$ cat config.mk
export PLATFORM = sky130hd
export DESIGN_NAME = quad_wiper_ctrl
export DESIGN_NICKNAME = d
export VERILOG_FILES = /design/src/rtl/wb_pkg.sv /design/src/rtl/wb_serial_front.sv /design/src/rtl/wb_latch_bank.sv /design/src/rtl/wb_tap_drive.sv /design/src/rtl/quad_wiper_ctrl.sv
export SDC_FILE = /design/constraint.sdc
export NUM_CORES = 1
export LEC_CHECK = 0
export BUFFER_PORTS_ARGS = -buffer_cell sky130_fd_sc_hd__buf_2
export CORE_AREA = 2 2 105 107
export DETAILED_ROUTE_END_ITERATION = 8
export DIE_AREA = 0 0 107 109
export PLACE_DENSITY = 0.66
export SKIP_LAST_GASP = 1
export SLEW_MARGIN = 20
export SYNTH_ARGS = -nofsm -noshare
export SYNTH_HDL_FRONTEND = slang
export SYNTH_SLANG_ARGS = --single-unit
$ cat constraint.sdc
create_clock -name clk -period 1.5 [get_ports clk]
set_input_delay 0.15 -clock clk [delete_from_list [all_inputs] [get_ports clk]]
set_output_delay 0.15 -clock clk [all_outputs]
set_load 0.01 [all_outputs]
$ cat src/rtl/wb_pkg.sv
package wb_pkg;
    typedef enum logic [1:0] {
        SER_IDLE   = 2'd0,
        SER_SHIFT  = 2'd1,
        SER_COMMIT = 2'd2
    } ser_state_e;
endpackage

$ cat src/rtl/wb_serial_front.sv
module wb_serial_front
    import wb_pkg::*;
#(
    parameter int AW = 2,
    parameter int CW = 6
) (
    input  logic          clk,
    input  logic          rst_n,
    input  logic          sclk_i,
    input  logic          sdi_i,
    input  logic          cs_n_i,
    output logic          sdo_o,
    output logic          wr_en_o,
    output logic [AW-1:0] wr_addr_o,
    output logic [CW-1:0] wr_code_o
);
    localparam int WW = AW + CW;

    ser_state_e    state_q, state_d;
    logic          sclk_q;
    logic [WW-1:0] shreg_q;
    logic          sclk_rise, sclk_fall;

    assign sclk_rise = sclk_i & ~sclk_q;
    assign sclk_fall = ~sclk_i & sclk_q;

    // state register
    always_ff @(posedge clk or negedge rst_n) begin
        if (!rst_n) state_q <= SER_IDLE;
        else        state_q <= state_d;
    end

    // next-state logic
    always_comb begin
        state_d = state_q;
        unique case (state_q)
            SER_IDLE:   if (!cs_n_i) state_d = SER_SHIFT;
            SER_SHIFT:  if (cs_n_i)  state_d = SER_COMMIT;
            SER_COMMIT: state_d = cs_n_i ? SER_IDLE : SER_SHIFT;
            default:    state_d = SER_IDLE;
        endcase
    end

    // datapath: edge history, shift register, chain output
    always_ff @(posedge clk or negedge rst_n) begin
        if (!rst_n) begin
            sclk_q  <= 1'b0;
            shreg_q <= '0;
            sdo_o   <= 1'b0;
        end else begin
            sclk_q <= sclk_i;
            if (state_q == SER_SHIFT && !cs_n_i && sclk_rise)
                shreg_q <= {shreg_q[WW-2:0], sdi_i};
            if (state_q == SER_SHIFT && !cs_n_i && sclk_fall)
                sdo_o <= shreg_q[WW-1];
        end
    end

    // outputs per state
    always_comb begin
        wr_en_o   = 1'b0;
        wr_addr_o = shreg_q[WW-1 -: AW];
        wr_code_o = shreg_q[CW-1:0];
        unique case (state_q)
            SER_COMMIT: wr_en_o = 1'b1;
            default:    wr_en_o = 1'b0;
        endcase
    end

    AST_WR_AFTER_CS: assert property (@(posedge clk) disable iff (!rst_n)
        wr_en_o |-> $past(cs_n_i));

    AST_SDO_ON_FALL: assert property (@(posedge clk) disable iff (!rst_n)
        !$stable(sdo_o) |-> $past(sclk_fall));
endmodule

$ cat src/rtl/wb_latch_bank.sv
module wb_latch_bank #(
    parameter int NCH = 4,
    parameter int AW  = 2,
    parameter int CW  = 6
) (
    input  logic              clk,
    input  logic              rst_n,
    input  logic              wr_en_i,
    input  logic [AW-1:0]     wr_addr_i,
    input  logic [CW-1:0]     wr_code_i,
    output logic [NCH*CW-1:0] codes_o
);
    localparam logic [CW-1:0] MID = CW'(1 << (CW - 1));

    for (genvar g = 0; g < NCH; g++) begin : g_ch
        logic [CW-1:0] code_q;
        always_ff @(posedge clk or negedge rst_n) begin
            if (!rst_n)                                    code_q <= MID;
            else if (wr_en_i && wr_addr_i == AW'(g))       code_q <= wr_code_i;
        end
        assign codes_o[g*CW +: CW] = code_q;

        AST_LATCH_HOLD: assert property (@(posedge clk) disable iff (!rst_n)
            !(wr_en_i && wr_addr_i == AW'(g)) |=> $stable(codes_o[g*CW +: CW]));
    end
endmodule

$ cat src/rtl/wb_tap_drive.sv
module wb_tap_drive #(
    parameter int CW = 6
) (
    input  logic [CW-1:0]       code_i,
    input  logic                pwr_down_i,
    output logic [(1<<CW)-1:0]  tap_o,
    output logic                a_open_o,
    output logic                w_short_o
);
    localparam int NPOS = 1 << CW;

    for (genvar p = 0; p < NPOS; p++) begin : g_pos
        assign tap_o[p] = !pwr_down_i && (code_i == CW'(p));
    end
    assign a_open_o  = pwr_down_i;
    assign w_short_o = pwr_down_i;
endmodule

$ cat src/rtl/quad_wiper_ctrl.sv
module quad_wiper_ctrl #(
    parameter int NCH = 4,
    parameter int CW  = 6,
    localparam int AW   = $clog2(NCH),
    localparam int NPOS = 1 << CW
) (
    input  logic                clk,
    input  logic                rst_n,
    input  logic                sclk_i,
    input  logic                sdi_i,
    input  logic                cs_n_i,
    input  logic                pwr_down_i,
    output logic                sdo_o,
    output logic [NCH*NPOS-1:0] tap_sel_o,
    output logic [NCH-1:0]      a_open_o,
    output logic [NCH-1:0]      w_short_o
);
    logic              wr_en;
    logic [AW-1:0]     wr_addr;
    logic [CW-1:0]     wr_code;
    logic [NCH*CW-1:0] codes;

    wb_serial_front #(.AW(AW), .CW(CW)) u_front (
        .clk       (clk),
        .rst_n     (rst_n),
        .sclk_i    (sclk_i),
        .sdi_i     (sdi_i),
        .cs_n_i    (cs_n_i),
        .sdo_o     (sdo_o),
        .wr_en_o   (wr_en),
        .wr_addr_o (wr_addr),
        .wr_code_o (wr_code)
    );

    wb_latch_bank #(.NCH(NCH), .AW(AW), .CW(CW)) u_bank (
        .clk       (clk),
        .rst_n     (rst_n),
        .wr_en_i   (wr_en),
        .wr_addr_i (wr_addr),
        .wr_code_i (wr_code),
        .codes_o   (codes)
    );

    for (genvar c = 0; c < NCH; c++) begin : g_drv
        wb_tap_drive #(.CW(CW)) u_drv (
            .code_i     (codes[c*CW +: CW]),
            .pwr_down_i (pwr_down_i),
            .tap_o      (tap_sel_o[c*NPOS +: NPOS]),
            .a_open_o   (a_open_o[c]),
            .w_short_o  (w_short_o[c])
        );

        AST_TAP_ONEHOT: assert property (@(posedge clk) disable iff (!rst_n)
            !pwr_down_i |-> $countones(tap_sel_o[c*NPOS +: NPOS]) == 1);

        AST_SHDN_SAFE: assert property (@(posedge clk) disable iff (!rst_n)
            pwr_down_i |-> (tap_sel_o[c*NPOS +: NPOS] == '0) && a_open_o[c] && w_short_o[c]);
    end
endmodule

Word level (Yosys, flattened, before mapping)
Cells that the tools add are included.
{"block": "classes", "n_eq_ne": 259, "n_mux": 5, "bitwise": 4, "reduce_logical": 272}
{"op": "equality test 6 bit (second input constant)", "n": 128}
{"op": "equality test 6 x 5 -> 1 bit (second input constant)", "n": 64}
{"op": "logical AND 1 bit", "n": 263}
{"op": "equality test 6 x 4 -> 1 bit (second input constant)", "n": 32}
{"op": "equality test 6 x 3 -> 1 bit (second input constant)", "n": 16}
{"op": "equality test 6 x 2 -> 1 bit (second input constant)", "n": 8}
{"op": "equality test 6 x 1 -> 1 bit (second input constant)", "n": 4}
{"op": "logical NOT 6 bit", "n": 4}
{"op": "equality test 2 bit (second input constant)", "n": 3}
{"op": "case mux 2 bit (3 select lines)", "n": 1}
{"op": "equality test 2 x 1 -> 1 bit (second input constant)", "n": 2}
{"op": "logical NOT 2 bit", "n": 2}
{"op": "two-way mux 2 bit", "n": 2}
{"op": "!= test 2 bit (second input constant)", "n": 2}
{"op": "bitwise AND 1 bit", "n": 2}
{"op": "logical NOT 1 bit", "n": 2}
{"op": "two-way mux 1 bit", "n": 2}
{"op": "NOT 1 bit", "n": 2}
{"op": "AND reduction 2 bit", "n": 1}
{"block": "totals", "ff_bits": 36, "input_bits": 6, "output_inout_bits": 265}

Depth between registers and ports, before layout
Gate-level depths: netlist (run 1).
{"block": "depth", "ltp_word": 3, "mapped_depth": 5, "ltp_nobuf": 3}

By module
Synthesis (run 1) repeated with hierarchy kept, for this count alone.
{"block": "hier_totals", "hier_cells": 467, "area_unflattened_um2": 3387.0}
{"mod": "wb_tap_drive", "instances": 4, "cells_per_inst": 97, "area_each_um2": 495.5, "seq_area_each_um2": 0.0}
{"mod": "wb_latch_bank", "instances": 1, "cells_per_inst": 52, "area_each_um2": 922.1, "seq_area_each_um2": 605.6}
{"mod": "wb_serial_front", "instances": 1, "cells_per_inst": 27, "area_each_um2": 483.0, "seq_area_each_um2": 300.3}

Worst setup path before layout (run 1)
OpenSTA, ideal clock, no wires.
{"block": "synth_timing", "path_type": "register to output", "start": "reg u_bank.g_ch[3].code_q[4]", "end": "out tap_sel_o[208]", "arrival_ns": 1.242, "required_time_ns": 1.350, "path_slack_ns": 0.108, "stages_incl_launch_ff": 5, "n_path_buf": 2, "path_cell_list": "dfrtp_1 -> or3b_2 -> buf_2 -> buf_6 -> nor2_1"}
{"block": "synth_between", "elab_chain_len": 2}
{"element": "start: declaration", "line": "wb_latch_bank.sv:16", "text": "logic [CW-1:0] code_q;"}
{"element": "start signal: assignment", "line": "wb_latch_bank.sv:19", "text": "else if (wr_en_i && wr_addr_i == AW'(g)) code_q <= wr_code_i;"}
{"element": "equality test 6 x 5 -> 1 bit", "line": "wb_tap_drive.sv:13", "text": "assign tap_o[p] = !pwr_down_i && (code_i == CW'(p));"}
{"element": "logical AND 1 bit", "line": "wb_tap_drive.sv:13"}
{"element": "end: declaration", "line": "quad_wiper_ctrl.sv:14", "text": "output logic [NCH*NPOS-1:0] tap_sel_o,"}
No other way between the ends.

Worst setup path in the final report (run 1)
{"block": "layout_timing", "start": "reg u_bank.g_ch[3].code_q[5]", "end": "out tap_sel_o[240]"}
{"block": "layout_between", "elab_chain_len": 2}
{"element": "equality test 6 bit", "line": "wb_tap_drive.sv:13"}
{"element": "logical AND 1 bit", "line": "wb_tap_drive.sv:13"}
No other way between the ends.

==> summary.txt, run 1 <==
die area - 0.01166 mm2
residual DRC count - 0
TritonRoute pass-1 iters - 4
initial antenna violation count - 0
FMAX - 587.6 MHz
final setup margin - -0.2019 ns
CTS Sinks - 36
Most Frequent Cell on Critical Path - buf_2
Design Power - 0.003272 W
largest cells by area after synthesis - nor2_1 (30%), dfrtp_1 (25%), mux2_2 (12%), nand2_1 (4.7%), nand3_1 (3.8%)
Filler Cells Inserted - 959
EDFF count, synth - 0
Final nets - 794
syn avg cell area - 6.697 um2
Crit-path slowest cell - dfstp_2
Mapped Area - 0.003194 mm2
CP cell instances - nand3b_1, buf_2, nor2_1, buf_2
GRT Resource Usage Total - 0.2073
top-area cell type share of the netlist area - 0.3032
r2r setup slk - 0.03 ns
Clock transition at path regs - 0.08 ns
Syn Inst Count - 477
CP Data Required Time - 1.35 ns
vias in the first global route - 3877
ant diodes - 0
cts bufs inserted - 5
violated checks - negative setup slack
pwr dens - 521.6 mW/mm2
hold path depth - 1
Longest Clk Path Bufs - 2
synth warn - 0
Async SR Flop Fraction - 1.000
Layout area overhead - 96.36%
via/cell ratio - 4.821
Final Cell Area - 0.006272 mm2
clock skew - 0.005700 ns
Synth Flop Type - dfrtp_1
reg2reg path depth - 3
number of max-cap violations - 0
Routed Antenna Nets - 0
outcome - finished with violations
I/O pins - 271
CP max FO - 8
crit path time final - 1.702 ns
Leakage - 3.139 nW
Hold Violations, Final - 0
maximum VDD drop - 0.5024 mV
IO buf count - 270
Hold/Removal Path Class - input port to flop
RSZ-0062 raised after global routing - yes
Yosys top cell by area - nor2_1
Final Cycle Share - 1.135
Seq cells post-synth - 36
Final setup viols - 256
Worst Setup End Kind - primary output
Seq/Total Area, Yosys - 0.2836
post-synthesis net count - 483
largest net degree at the start of global routing - 25
worst setup path class - flop to primary output
Final GP Congestion - 0.8750
Die Ht - 109 um
via count - 4479
Worst EP arrival - 1.55 ns
fraction of layout cells with a size suffix above 1 - 0.7110
Fin Setup TNS - -22.69 ns
placed inst area - 0.004728 mm2
routed wire length per instance - 15.26 um
post-synth cell types - 26
dpl hpwl - 9.544 mm
drt total wl - 14.17 mm
first-pass GRT wire length - 19.55 mm
GR Overflow Total - 0
worst rel slew slack - 0.6953
CTS root buffer - clkbuf_8
number of violations reported at the end of detailed-routing iteration 0 - 241
Die X - 107 um
CP max stage delay - 0.61 ns
H-tree depth - 2
fin. max-slew vios - 0
Placeable Area - 0.01060 mm2
Tightest Pin Transition - 0.4571 ns
Clock Latency Late Sink - 0.29 ns
Initial Util - 0.3013
type of origin of the critical path - flop
# rows - 38
CTS tree - built
## synthesized netlist by cell type (3+ instances only)
cell type  number
nand4_1         4
nand3_1        24
or3_1           4
buf_4           8
nor2_1        258
nand2_1        40
nor2_4         10
dfstp_2         4
dfrtp_1        32
nor2b_1        16
buf_6           5
clkbuf_1        5
buf_2          16
or3b_1          3
nand3b_1        5
mux2_2         33
## critical path, delay by kind of cell, from the launching register on
kind / cells / cell delay [ns]
buf+inv: 2 / 0.38
flops: 1 / 0.61
simple gates: 2 / 0.27
## routing by layer
layer  vias to the layer above  GRT usage  wire [um]
met3                        26    0.02630        914
met4                         0    0.05566        318
met1                      2101     0.2431       5451
li1                       2127          -          -
met2                       225     0.3963       7488
met5                         -          0          0
## area by class of cell
cell class	instances	area [um2]	area share
sequential	36	924.6	0.1474
clock inverter	3	42.54	0.006782
clock buffer	5	68.82	0.01097
timing repair buffer	338	2236	0.3565
multi-input combinational	407	2825	0.4504
tap	140	175.2	0.02793
## through the flow
step / util / worst slack, ns / hold slack [ns] / cells
final: 0.5916 / -0.2019 / 0.02889 / 929
after global routing: 0.5916 / -0.2411 / 0.01207 / 929
after CTS: 0.5216 / -0.1418 / 0.02060 / 920
after detailed placement: 0.4460 / 0.04110 / 0.1304 / 881
after global placement: 0.4460 / 0.07248 / 0.1196 / 881
after floorplan: - / 0.1081 / -0.1456 / 477
## placed cells by master (no fill, tap or decap), types with 6 or more instances in the layout
cell     Yosys  routed
nand2_1     40      10
mux2_2      33      33
dfrtp_1     32      17
dfrtp_2      0      15
nand3_2      0      15
nand2_4      0      10
nor2_2       0      43
nor2_1     258     182
buf_4        8      42
buf_2       16     237
nor2b_4      0      16
nand2_2      0      21
buf_6        5      47
buf_12       1       6
nor2_4      10      43
## cell families after synthesis
logic type / share of synthesized area
AO/OA/AOI/OAI: 0.001565
multiplexers: 0.1163
flip-flops: 0.2836
AND/OR/NAND/NOR: 0.5249
buffers and inverters: 0.07364
## sequential cells by signal, indices dropped and copies added, names as in the netlist
signal	flops
u_front.state_q	2
u_front.shreg_q	8
u_front.sclk_q	1
u_front.sdo_o	1
u_bank.g_ch.code_q	24
## repair_timing
item / 4_1_cts / 5_1_grt
buffers inserted: 26 / 7
pin swaps: 32 / 45
cloned: 4 / 3
setup endpoints to repair: 256 / 261
resized for setup: 136 / 168
hold buffers: 1 / 0
hold endpoints to repair: 17 / 0
## final timing paths
check / startpoint / end
setup reg to reg: u_front.shreg_q[7] / u_bank.g_ch[2].code_q[4]
hold / removal: sclk_i / u_front.sclk_q
hold reg to reg: u_front.sdo_o / u_front.sdo_o
max in group asynchronous: rst_n / u_bank.g_ch[1].code_q[5]
min in group asynchronous: rst_n / u_front.shreg_q[4]
setup / recovery: u_bank.g_ch[3].code_q[5] / tap_sel_o[240]
## power by group
part / internal (W) / switching (W)
registers: 0.00107 / 0.000197
clock network: 0.000492 / 0.000353
logic: 0.000545 / 0.000619
Note: power is estimated with default switching activity, not from simulation.
==> run 2, diff against run 1 <==
- PLACE_DENSITY: 0.66 -> 0.69
- clock period: 1.5 -> 1.54 ns (I/O delays scaled with it)
==> run 2 against run 1 <==
The run still ends with negative setup slack left. First-iteration DRC count up 9.1%. Critical path depth unchanged. Count of clock-buffer cells in the layout unchanged.
==> summary.txt, run 2 (synthesis gave the netlist of run 1 again) <==
outcome - finished with violations
violated checks - negative setup slack
RR Endpoint - u_bank.g_ch[2].code_q[1]
IO buf count - 270 (unchanged)
reg2reg path depth - 3 (unchanged)
Clock Latency Late Sink - 0.29 ns (about the same)
first-pass GRT wire length - 19.53 mm (-0.11%)
Leakage - 3.215 nW (+2.4%)
CTS Sinks - 36 (unchanged)
Hold/Removal Path Class - input port to flop
Design Power - 0.003076 W (-6.0%)
Longest Clk Path Bufs - 2 (unchanged)
post-layout util - 0.6277 (+0.03611)
Worst EP arrival - 1.65 ns (+0.10 ns)
CP Data Required Time - 1.39 ns (+0.04 ns)
commonest cells after routing, fill and taps aside - buf_2 (223), nor2_1 (177), buf_6 (69), nor2_4 (58), buf_4 (38)
cts bufs inserted - 5 (unchanged)
routed wire length per instance - 16.33 um (+7.0%)
Final Cell Area - 0.006655 mm2 (+6.1%)
die area - 0.01166 mm2 (unchanged)
CP cell instances - nand3b_1, buf_4, nor2_1, buf_2
min-delay src - sclk_i
CTS root buffer - clkbuf_8
GRT Resource Usage Total - 0.2082 (+0.0009086)
fraction of layout cells with a size suffix above 1 - 0.7312 (+0.02013)
type of origin of the critical path - flop
clock skew - 0.01074 ns (+0.005040 ns)
maximum VDD drop - 0.4768 mV (-5.1%)
Placeable Area - 0.01060 mm2 (unchanged)
residual DRC count - 0 (unchanged)
Crit-path slowest cell - dfstp_2
Tightest Pin Transition - 0.4740 ns (+0.01689 ns)
max reg flops - 24 (unchanged)
drt total wl - 15.28 mm (+7.8%)
I/O pins - 271 (unchanged)
GR Overflow Total - 0 (unchanged)
hold path depth - 1 (unchanged)
FMAX - 554.9 MHz
placed inst area - 0.004686 mm2 (-0.90%)
largest net degree at the start of global routing - 37 (+48%)
final setup margin - -0.2621 ns (-0.06027 ns)
Die Ht - 109 um (unchanged)
Final Cycle Share - 1.170
worst setup path class - flop to primary output
CP max stage delay - 0.62 ns (about the same)
fin. max-slew vios - 0 (unchanged)
RSZ-0062 raised after global routing - yes
Buf/Inv on CP - 2 (unchanged)
via/cell ratio - 4.982 (+3.3%)
TritonRoute pass-1 iters - 4 (unchanged)
Initial Util - 0.3013 (unchanged)
dpl hpwl - 9.101 mm (-4.6%)
number of max-cap violations - 0 (unchanged)
initial antenna violation count - 0 (unchanged)
Filler Cells Inserted - 827 (-14%)
ant diodes - 0 (unchanged)
number of violations reported at the end of detailed-routing iteration 0 - 263 (+9.1%)
CP max FO - 8 (unchanged)
Hold Violations, Final - 0 (unchanged)
crit path time final - 1.802 ns
CP top delay family - flip-flops
launching point of the worst reg2reg path - u_front.shreg_q[7]
worst rel slew slack - 0.6840 (-0.01126)
Routed Antenna Nets - 0 (unchanged)
Clock transition at path regs - 0.07 ns (about the same)
Largest Register - u_bank.g_ch.code_q
top flop regs - u_bank.g_ch.code_q: 24 flops, u_front.shreg_q: 8 flops, u_front.state_q: 2 flops
pwr dens - 462.2 mW/mm2 (-11%)
Final nets - 801 (+0.88%)
Die X - 107 um (unchanged)
Layout area overhead - 108.3%
Final GP Congestion - 0.8302 (-5.1%)
commonest non-fill, non-tap cell in the layout - buf_2
Final setup viols - 238 (-7.0%)
Worst Setup End Kind - primary output
# rows - 38 (unchanged)
H-tree depth - 2 (unchanged)
r2r setup slk - 0.07 ns (+0.04 ns)
CTS tree - built
via count - 4663 (+4.1%)
Worst Hold Path EP - u_front.sclk_q
vias in the first global route - 3789 (-2.3%)
==> run 2: cell count changes in the layout (fill, tap and decap cells not counted), moves of 3 or more <==
cell     before  now
nor2_4       43   58
nand3_4       5   12
buf_2       237  223
buf_12        6    9
buf_6        47   69
buf_4        42   38
nand2_1      10    5
nor2_2       43   33
nor2_1      182  177
nand2_4      10   14
nand3_2      15   10
==> run 2: final cells by class <==
class / instances / area, um2 / share of cell area
Tap cell: 140 / 175.2 / 0.02632
Clock inverter: 3 / 18.77 / 0.002820
Clock buffer: 5 / 68.82 / 0.01034
Sequential cell: 36 / 927.1 / 0.1393
Multi-Input combinational cell: 408 / 3024 / 0.4544
Timing Repair Buffer: 344 / 2441 / 0.3668
==> run 2: power breakdown <==
group | switching, W | total, W | internal, W
clock network | 0.000337 | 0.000651 | 0.000315
logic | 0.000639 | 0.00120 | 0.000563
registers | 0.000184 | 0.00122 | 0.00104
==> run 2: timing repair <==
| action | in CTS | in global routing |
|---|---|---|
| gates cloned | 7 | 5 |
| pin swaps | 50 | 42 |
| resized for setup | 116 | 259 |
| hold endpoints to repair | 32 | 0 |
| hold buffers | 1 | 0 |
| endpoints found under the setup margin | 247 | 256 |
| setup buffers | 10 | 28 |
==> run 2: how the worst max path moves through the flow <==
stage	startpoint	to	cells after the start
global placement	u_front.shreg_q[7]	u_bank.g_ch[2].code_q[3]	3
detailed placement	pwr_down_i	tap_sel_o[199]	4
global route	u_bank.g_ch[3].code_q[5]	tap_sel_o[247]	4
CTS	u_bank.g_ch[1].code_q[4]	tap_sel_o[95]	4
finish	u_bank.g_ch[3].code_q[5]	tap_sel_o[247]	4
floorplan	u_bank.g_ch[3].code_q[4]	tap_sel_o[208]	4
==> run 2: per-layer routing <==
metal	vias up	part of all wire	track usage
li1	2150	-	-
met1	2196	0.37	0.2383
met2	267	0.53	0.4035
met3	50	0.068	0.02630
met4	0	0.034	0.05937
met5	-	0	0
==> run 2: metrics by stage <==
stage	instances	hold WS [ns]	setup WS, ns	setup TNS [ns]
floorplan	477	-0.1416	0.1441	0
global placement	877	0.2236	0.06878	0
detailed placement	877	0.2244	0.02407	0
CTS	903	0.01619	-0.1021	-10.83
global route	936	0.01801	-0.2912	-35.43
finish	936	0.02524	-0.2621	-17.87
